--- src/rtl/mmc_arm_pkg.sv ---
package mmc_arm_pkg;
  typedef enum logic [2:0] {
    CM_BYPASS,
    CM_INSERT,
    CM_DIODE_ON,
    CM_DIODE_OFF,
    CM_FLOAT,
    CM_SHORT
  } cell_mode_e;

  function automatic cell_mode_e cell_mode_f(logic hi, logic lo, logic cur_pos, logic cur_zero);
    cell_mode_e m;
    unique case ({hi, lo})
      2'b10:   m = CM_INSERT;
      2'b01:   m = CM_BYPASS;
      2'b11:   m = CM_SHORT;
      default: m = cur_zero ? CM_FLOAT : (cur_pos ? CM_DIODE_ON : CM_DIODE_OFF);
    endcase
    return m;
  endfunction
endpackage

--- src/rtl/mmc_step_seq.sv ---
module mmc_step_seq #(
  parameter int STEP_CYCLES = 25,
  parameter int N_CELLS     = 10,
  parameter int IDXW        = 4
) (
  input  logic            clk_i,
  input  logic            rst_ni,
  input  logic            run_i,
  output logic            start_o,
  output logic            issue_o,
  output logic [IDXW-1:0] idx_o,
  output logic            last_o
);
  localparam int CW = $clog2(STEP_CYCLES);

  logic [CW-1:0] cyc_q;

  assign start_o = run_i && (cyc_q == '0);
  assign last_o  = (cyc_q == CW'(STEP_CYCLES - 1));
  assign issue_o = (cyc_q != '0) && (cyc_q <= CW'(N_CELLS));
  assign idx_o   = IDXW'(cyc_q - CW'(1));

  always_ff @(posedge clk_i or negedge rst_ni) begin
    if (!rst_ni)              cyc_q <= '0;
    else if (start_o)         cyc_q <= CW'(1);
    else if (last_o)          cyc_q <= '0;
    else if (cyc_q != '0)     cyc_q <= cyc_q + CW'(1);
  end
endmodule

--- src/rtl/mmc_cell_decode.sv ---
module mmc_cell_decode
  import mmc_arm_pkg::*;
#(
  parameter int N_CELLS = 10,
  parameter int IDXW    = 4
) (
  input  logic [N_CELLS-1:0] hi_i,
  input  logic [N_CELLS-1:0] lo_i,
  input  logic               cur_pos_i,
  input  logic               cur_zero_i,
  input  logic [IDXW-1:0]    idx_i,
  output cell_mode_e         mode_o
);
  assign mode_o = cell_mode_f(hi_i[idx_i], lo_i[idx_i], cur_pos_i, cur_zero_i);
endmodule

--- src/rtl/mmc_cap_pipe.sv ---
module mmc_cap_pipe
  import mmc_arm_pkg::*;
#(
  parameter int N_CELLS = 10,
  parameter int VW      = 24,
  parameter int AW      = 28,
  parameter int IDXW    = 4,
  parameter int VC_INIT = 1000
) (
  input  logic                 clk_i,
  input  logic                 rst_ni,
  input  logic                 start_i,
  input  logic                 issue_i,
  input  logic [IDXW-1:0]      idx_i,
  input  cell_mode_e           mode_i,
  input  logic signed [VW-1:0] delta_i,
  output logic signed [AW-1:0] acc_o,
  output logic [N_CELLS-1:0]   hiz_o,
  output logic                 fault_o
);
  logic signed [VW-1:0] vc_q [N_CELLS];
  logic                 a_vld_q;
  logic [IDXW-1:0]      a_idx_q;
  cell_mode_e           a_mode_q;
  logic signed [VW-1:0] a_vc_q;

  // stage A: fetch capacitor, stage B: integrate, write back, accumulate
  always_ff @(posedge clk_i or negedge rst_ni) begin
    if (!rst_ni) begin
      a_vld_q  <= 1'b0;
      a_idx_q  <= '0;
      a_mode_q <= CM_BYPASS;
      a_vc_q   <= '0;
      acc_o    <= '0;
      hiz_o    <= '0;
      fault_o  <= 1'b0;
      for (int i = 0; i < N_CELLS; i++) vc_q[i] <= VW'(VC_INIT);
    end else begin
      a_vld_q <= issue_i;
      if (issue_i) begin
        a_idx_q  <= idx_i;
        a_mode_q <= mode_i;
        a_vc_q   <= vc_q[idx_i];
      end
      if (start_i) begin
        acc_o   <= '0;
        hiz_o   <= '0;
        fault_o <= 1'b0;
      end else if (a_vld_q) begin
        unique case (a_mode_q)
          CM_INSERT, CM_DIODE_ON: begin
            vc_q[a_idx_q] <= a_vc_q + delta_i;
            acc_o         <= acc_o + AW'(a_vc_q);
          end
          CM_FLOAT: hiz_o[a_idx_q] <= 1'b1;
          CM_SHORT: fault_o <= 1'b1;
          default: ;
        endcase
      end
    end
  end
endmodule

--- src/rtl/mmc_arm_avg.sv ---
module mmc_arm_avg #(
  parameter int AW        = 28,
  parameter int AVG_STEPS = 100
) (
  input  logic                 clk_i,
  input  logic                 rst_ni,
  input  logic                 tick_i,
  input  logic signed [AW-1:0] val_i,
  output logic signed [AW-1:0] avg_o,
  output logic                 avg_valid_o
);
  localparam int NW = $clog2(AVG_STEPS + 1);
  localparam int SW = AW + NW + 1;
  localparam logic signed [SW-1:0] AVG_DIV = SW'(AVG_STEPS);

  logic [NW-1:0]        cnt_q;
  logic signed [SW-1:0] sum_q;
  logic signed [SW-1:0] sum_nxt;
  logic signed [SW-1:0] quot;

  assign sum_nxt = sum_q + SW'(val_i);
  assign quot    = sum_nxt / AVG_DIV;

  always_ff @(posedge clk_i or negedge rst_ni) begin
    if (!rst_ni) begin
      cnt_q       <= '0;
      sum_q       <= '0;
      avg_o       <= '0;
      avg_valid_o <= 1'b0;
    end else begin
      avg_valid_o <= 1'b0;
      if (tick_i) begin
        if (cnt_q == NW'(AVG_STEPS - 1)) begin
          avg_o       <= AW'(quot);
          avg_valid_o <= 1'b1;
          sum_q       <= '0;
          cnt_q       <= '0;
        end else begin
          sum_q <= sum_nxt;
          cnt_q <= cnt_q + NW'(1);
        end
      end
    end
  end
endmodule

--- src/rtl/mmc_arm_eval.sv ---
module mmc_arm_eval
  import mmc_arm_pkg::*;
#(
  parameter int N_CELLS     = 10,
  parameter int STEP_CYCLES = 25,
  parameter int AVG_STEPS   = 100,
  parameter int IW          = 16,
  parameter int KW          = 16,
  parameter int FRAC        = 12,
  parameter int VW          = 24,
  parameter int VC_INIT     = 1000,
  localparam int AW         = VW + $clog2(N_CELLS + 1)
) (
  input  logic               clk_i,
  input  logic               rst_ni,
  input  logic               run_i,
  input  logic [KW-1:0]      dt_over_c_i,
  input  logic [IW-1:0]      arm_cur_i,
  input  logic [N_CELLS-1:0] gate_hi_i,
  input  logic [N_CELLS-1:0] gate_lo_i,
  output logic [AW-1:0]      arm_volt_o,
  output logic [N_CELLS-1:0] hiz_o,
  output logic               fault_o,
  output logic               step_done_o,
  output logic [AW-1:0]      avg_volt_o,
  output logic               avg_valid_o
);
  localparam int IDXW = (N_CELLS > 1) ? $clog2(N_CELLS) : 1;

  logic                 start, issue, last;
  logic [IDXW-1:0]      idx;
  cell_mode_e           mode;
  logic [N_CELLS-1:0]   hi_q, lo_q;
  logic                 cur_pos_q, cur_zero_q;
  logic signed [VW-1:0] delta_q;
  logic signed [IW+KW-1:0] prod;
  logic signed [AW-1:0] acc;
  logic [N_CELLS-1:0]   hiz_acc;
  logic                 fault_acc;
  logic signed [AW-1:0] avg;

  assign prod = $signed(arm_cur_i) * $signed(dt_over_c_i);

  mmc_step_seq #(.STEP_CYCLES(STEP_CYCLES), .N_CELLS(N_CELLS), .IDXW(IDXW)) u_seq (
    .clk_i, .rst_ni, .run_i,
    .start_o(start), .issue_o(issue), .idx_o(idx), .last_o(last)
  );

  always_ff @(posedge clk_i or negedge rst_ni) begin
    if (!rst_ni) begin
      hi_q       <= '0;
      lo_q       <= '0;
      cur_pos_q  <= 1'b0;
      cur_zero_q <= 1'b0;
      delta_q    <= '0;
    end else if (start) begin
      hi_q       <= gate_hi_i;
      lo_q       <= gate_lo_i;
      cur_pos_q  <= !arm_cur_i[IW-1] && (arm_cur_i != '0);
      cur_zero_q <= (arm_cur_i == '0);
      delta_q    <= VW'(prod >>> FRAC);
    end
  end

  mmc_cell_decode #(.N_CELLS(N_CELLS), .IDXW(IDXW)) u_dec (
    .hi_i(hi_q), .lo_i(lo_q), .cur_pos_i(cur_pos_q), .cur_zero_i(cur_zero_q),
    .idx_i(idx), .mode_o(mode)
  );

  mmc_cap_pipe #(.N_CELLS(N_CELLS), .VW(VW), .AW(AW), .IDXW(IDXW), .VC_INIT(VC_INIT)) u_pipe (
    .clk_i, .rst_ni, .start_i(start), .issue_i(issue), .idx_i(idx), .mode_i(mode),
    .delta_i(delta_q), .acc_o(acc), .hiz_o(hiz_acc), .fault_o(fault_acc)
  );

  mmc_arm_avg #(.AW(AW), .AVG_STEPS(AVG_STEPS)) u_avg (
    .clk_i, .rst_ni, .tick_i(last), .val_i(acc), .avg_o(avg), .avg_valid_o
  );

  assign avg_volt_o = avg;

  always_ff @(posedge clk_i or negedge rst_ni) begin
    if (!rst_ni) begin
      arm_volt_o  <= '0;
      hiz_o       <= '0;
      fault_o     <= 1'b0;
      step_done_o <= 1'b0;
    end else begin
      step_done_o <= last;
      if (last) begin
        arm_volt_o <= acc;
        hiz_o      <= hiz_acc;
        fault_o    <= fault_acc;
      end
    end
  end
endmodule

--- config.mk ---
export PLATFORM = sky130hd
export DESIGN_NAME = mmc_arm_eval
export DESIGN_NICKNAME = d
export VERILOG_FILES = /design/src/rtl/mmc_arm_pkg.sv /design/src/rtl/mmc_step_seq.sv /design/src/rtl/mmc_cell_decode.sv /design/src/rtl/mmc_cap_pipe.sv /design/src/rtl/mmc_arm_avg.sv /design/src/rtl/mmc_arm_eval.sv
export SDC_FILE = /design/constraint.sdc
export NUM_CORES = 2
export LEC_CHECK = 0
export BUFFER_PORTS_ARGS = -buffer_cell sky130_fd_sc_hd__buf_4
export CORE_AREA = 4 4 300 302
export CTS_CLUSTER_SIZE = 24
export DETAILED_ROUTE_END_ITERATION = 10
export DIE_AREA = 0 0 304 306
export PLACE_DENSITY = 0.73
export SKIP_CTS_REPAIR_TIMING = 1
export SLEW_MARGIN = 25
export SYNTH_ARGS = -nofsm -noshare
export SYNTH_HDL_FRONTEND = slang
export SYNTH_SLANG_ARGS = --single-unit
export TNS_END_PERCENT = 20
--- constraint.sdc ---
create_clock -name clk_i -period 33.1 [get_ports clk_i]
set_clock_uncertainty 0.1 [all_clocks]
set_input_delay 6.62 -clock clk_i [delete_from_list [all_inputs] [get_ports clk_i]]
set_output_delay 6.62 -clock clk_i [all_outputs]
set_load 0.01 [all_outputs]
==> impl_metrics.csv <==
group,metric,value,unit
floorplan,row_count,109,
yosys,synth.avg_cell_area,9.211,um^2
place,gp_congestion,0.9181,
timing,slew_violations,0,
yosys,yosys-top-cells-area,"dfrtp_1 (24%), fa_1 (12%), nand2_1 (6.0%)",
cells_and_area,num_antenna_cells,0,
yosys,synth_nets,5203,
cells_and_area,area_growth,7.814,%
worst_setup_path,worstPathArrival,28.46,ns
yosys,yosysMostFrequentCell,"nand2_1",
yosys,synth_top_area_share,0.2363,
floorplan,die-area,93020,um^2
timing,max_freq,0.03558,GHz
cells_and_area,fill_cells,7905,
global_routing,grt_pass1_vias,35430,
floorplan,core-area,87690,um^2
route,drt-total-wl,114300,um
route,via_per_inst,6.007,
clock_network,clock-sinks,470,
clock_network,cts_tree,"yes",
floorplan,ios,124,
run,drv_cap,0,
timing,relSlewSlack,0.3379,
clock_network,h-tree-depth,2,
worst_setup_path,r2r_slack,5.00,ns
worst_setup_path,critical_path_class,"reg2reg",
timing,worst_pin_slew,0.9861,ns
yosys,ys_ff_latch,470,
clock_network,numCtsBuffers,50,
yosys,synth.distinct_cells,160,
place,io_buffers,123,
route,drc,0,
outcome,outcome,"finished clean",
route,drtPass1Iterations,6,
hold_path,hold_start,"u_pipe.hiz_o[7]$_DFFE_PN0P_",
floorplan,initial_core_util,0.4950,
global_routing,antenna_found_initial,0,
yosys,synth_top_cell_by_area,"dfrtp_1",
worst_setup_path,path_max_fanout,22,
global_routing,grt_pass1_wl,187500,um
clock_network,path_clk_slew,0.06,ns
timing,setup_tns,0,ns
global_routing,grtUsageTotal,0.2423,
timing,period_needed,28.10,ns
timing,period_share,0.8490,
yosys,synth-main-ff-cell,"dfrtp_1",
worst_setup_path,crit_path_max_incr_delay,0.77,ns
global_routing,grt-ovfl-total,0,
yosys,yosysWarnings,0,
worst_setup_path,startpoint_type,"flip-flop",
yosys,synthCells,4713,
hold_path,hold_class,"reg2reg",
route,num_vias,35570,
yosys,synth_commonest_cells,"nand2_1 (696), dfrtp_1 (410), inv_1 (348)",
worst_setup_path,critPathSlowestCell,"a2111oi_0",
worst_setup_path,ff2ff_path_depth,88,
floorplan,die_y,306,um
hold_path,min_to,"hiz_o[7]$_DFFE_PN0P_",
hold_path,hold_path_depth,2,
worst_setup_path,timing.rr.start,"u_pipe.acc_o[0]$_DFFE_PN0P_",
worst_setup_path,required,33.46,ns
yosys,syn_area,43410,um^2
cells_and_area,fin_nets,5207,
place,dp_hpwl,82710,um
yosys,synth_edf_count,0,
worst_setup_path,reg2reg_to,"u_avg.avg_o[22]$_DFFE_PN0P_",
route,post_drt_wl_per_cell,19.30,um
timing,final_hold_viol_count,0,
yosys,synth-seq-area-share,0.2727,
floorplan,die_x,304,um
worst_setup_path,cp-end-kind,"flip-flop",
global_routing,grt_max_degree,174,
route,drt_iter0_drc,2631,
route,drtAntennaViolNets,0,
clock_network,clkLatencyLatePin,0.63,ns
clock_network,cts_buffer_depth,3,
timing,setup_violations,0,
yosys,async_flop_share,1.000,
clock_network,root_buffer,"clkbuf_16",
timing,rsz0062_at_grt,"false",
cells_and_area,drive_gt1_frac,0.1487,
[layer usage]
metal	vias up	global-route usage	routed length, um
met5	-	0	0
met4	0	0.07527	3277
met3	182	0.02224	5933
met2	1127	0.4100	55150
met1	17660	0.3326	49930
li1	16600	-	-
[metrics by stage]
| step | std cells | util | worst slack (ns) | hold slack (ns) | area [um^2] |
|---|---|---|---|---|---|
| after floorplan | 4713 | - | 10.28 | 0.3387 | 43410 |
| after global placement | 5829 | 0.5141 | 6.092 | 0.3531 | 45080 |
| after detailed placement | 5829 | 0.5141 | 5.338 | 0.3582 | 45090 |
| after CTS | 5920 | 0.5329 | 5.277 | 0.3716 | 46730 |
| after global routing | 5921 | 0.5337 | 2.827 | 0.3954 | 46800 |
| final | 5921 | 0.5337 | 4.997 | 0.3687 | 46800 |
[registers in the layout (all words and copies together), names as in the netlist]
| signal | cells |
|---|---|
| u_pipe.vc_q | 240 |
| u_avg.sum_q | 36 |
| arm_volt_o | 28 |
| u_avg.avg_o | 28 |
| u_pipe.acc_o | 28 |
| u_pipe.a_vc_q | 24 |
| delta_q | 20 |
| hi_q | 10 |
| hiz_o | 10 |
| lo_q | 10 |
| u_pipe.hiz_o | 10 |
| u_avg.cnt_q | 7 |
| u_seq.cyc_q | 5 |
| u_pipe.a_idx_q | 4 |
| u_pipe.a_mode_q | 3 |
| cur_pos_q | 1 |
| cur_zero_q | 1 |
| fault_o | 1 |
| step_done_o | 1 |
| u_avg.avg_valid_o | 1 |
| u_pipe.a_vld_q | 1 |
| u_pipe.fault_o | 1 |
[worst max path at each step]
| stage | from | endpoint | slack [ns] | depth (start not counted) |
|---|---|---|---|---|
| 6_report | u_pipe.acc_o[0]$_DFFE_PN0P_ | u_avg.avg_o[22]$_DFFE_PN0P_ | 5.00 | 88 |
| 5_1_grt | u_pipe.acc_o[0]$_DFFE_PN0P_ | u_avg.avg_o[22]$_DFFE_PN0P_ | 2.83 | 88 |
| 4_1_cts | u_pipe.acc_o[0]$_DFFE_PN0P_ | u_avg.avg_o[22]$_DFFE_PN0P_ | 5.28 | 87 |
| 3_5_place_dp | u_pipe.acc_o[0]$_DFFE_PN0P_ | u_avg.avg_o[22]$_DFFE_PN0P_ | 5.34 | 87 |
| 3_3_place_gp | u_pipe.acc_o[0]$_DFFE_PN0P_ | u_avg.avg_o[22]$_DFFE_PN0P_ | 6.09 | 89 |
| 2_1_floorplan | u_pipe.acc_o[0]$_DFFE_PN0P_ | u_avg.avg_o[22]$_DFFE_PN0P_ | 10.28 | 98 |
[critical path: cells and delay by family, from the launching register on]
family	cells	cell delay, ns
xor gates and xnor gates	5	1.19
AOI/OAI and AO/OA	45	14.53
buffers and inverters	2	0.14
adders and majority gates	5	1.50
DFF	1	0.41
and+or+nand+nor	29	8.98
muxes	2	1.07
[cell usage in the layout, fill, tap and decap left out, types with 31 or more instances in the layout]
cell type  Yosys  layout
nand2_1      696     694
dfrtp_1      410     409
inv_1        348     347
o21ai_0      278     278
nor2_1       269     269
fa_1         264     264
a21oi_1      256     256
buf_4         33     174
ha_1         171     170
mux2_2       160     160
xnor2_1      149     147
and2_1       115     114
mux2i_1       87      86
xor2_1        84      81
nor3_1        72      72
nand3_1       73      71
o21ai_1       60      60
dfstp_2       60      60
mux4_2        53      53
clkbuf_16      1      50
nand4_1       47      47
a21o_1        43      43
o211ai_1      38      38
a211oi_1      38      37
a31oi_1       34      34
o21bai_1      31      31
[layout make-up]
type	count	area [um^2]	share of cell area
Clock buffer	70	1406	0.03005
Clock inverter	21	241.5	0.005160
Inverter	349	1313	0.02804
Multi-Input combinational cell	3668	29160	0.6231
Sequential cell	470	11840	0.2530
Tap cell	1165	1458	0.03114
Timing Repair Buffer	178	1380	0.02949
[kinds of logic (layout without fill, tap and decap cells)]
logic type,Yosys count,after routing,share of synthesized area
mux,304,304,0.09027
xor+xnor,246,246,0.05257
simple gates,1497,1497,0.1618
buf+inv,575,618,0.05796
flops,470,470,0.2727
fa+ha+maj,450,450,0.1745
compound gates,1171,1171,0.1902
Power is not shown: default switching activity piles up to over one toggle a cycle in this logic, so the estimate is an artifact.
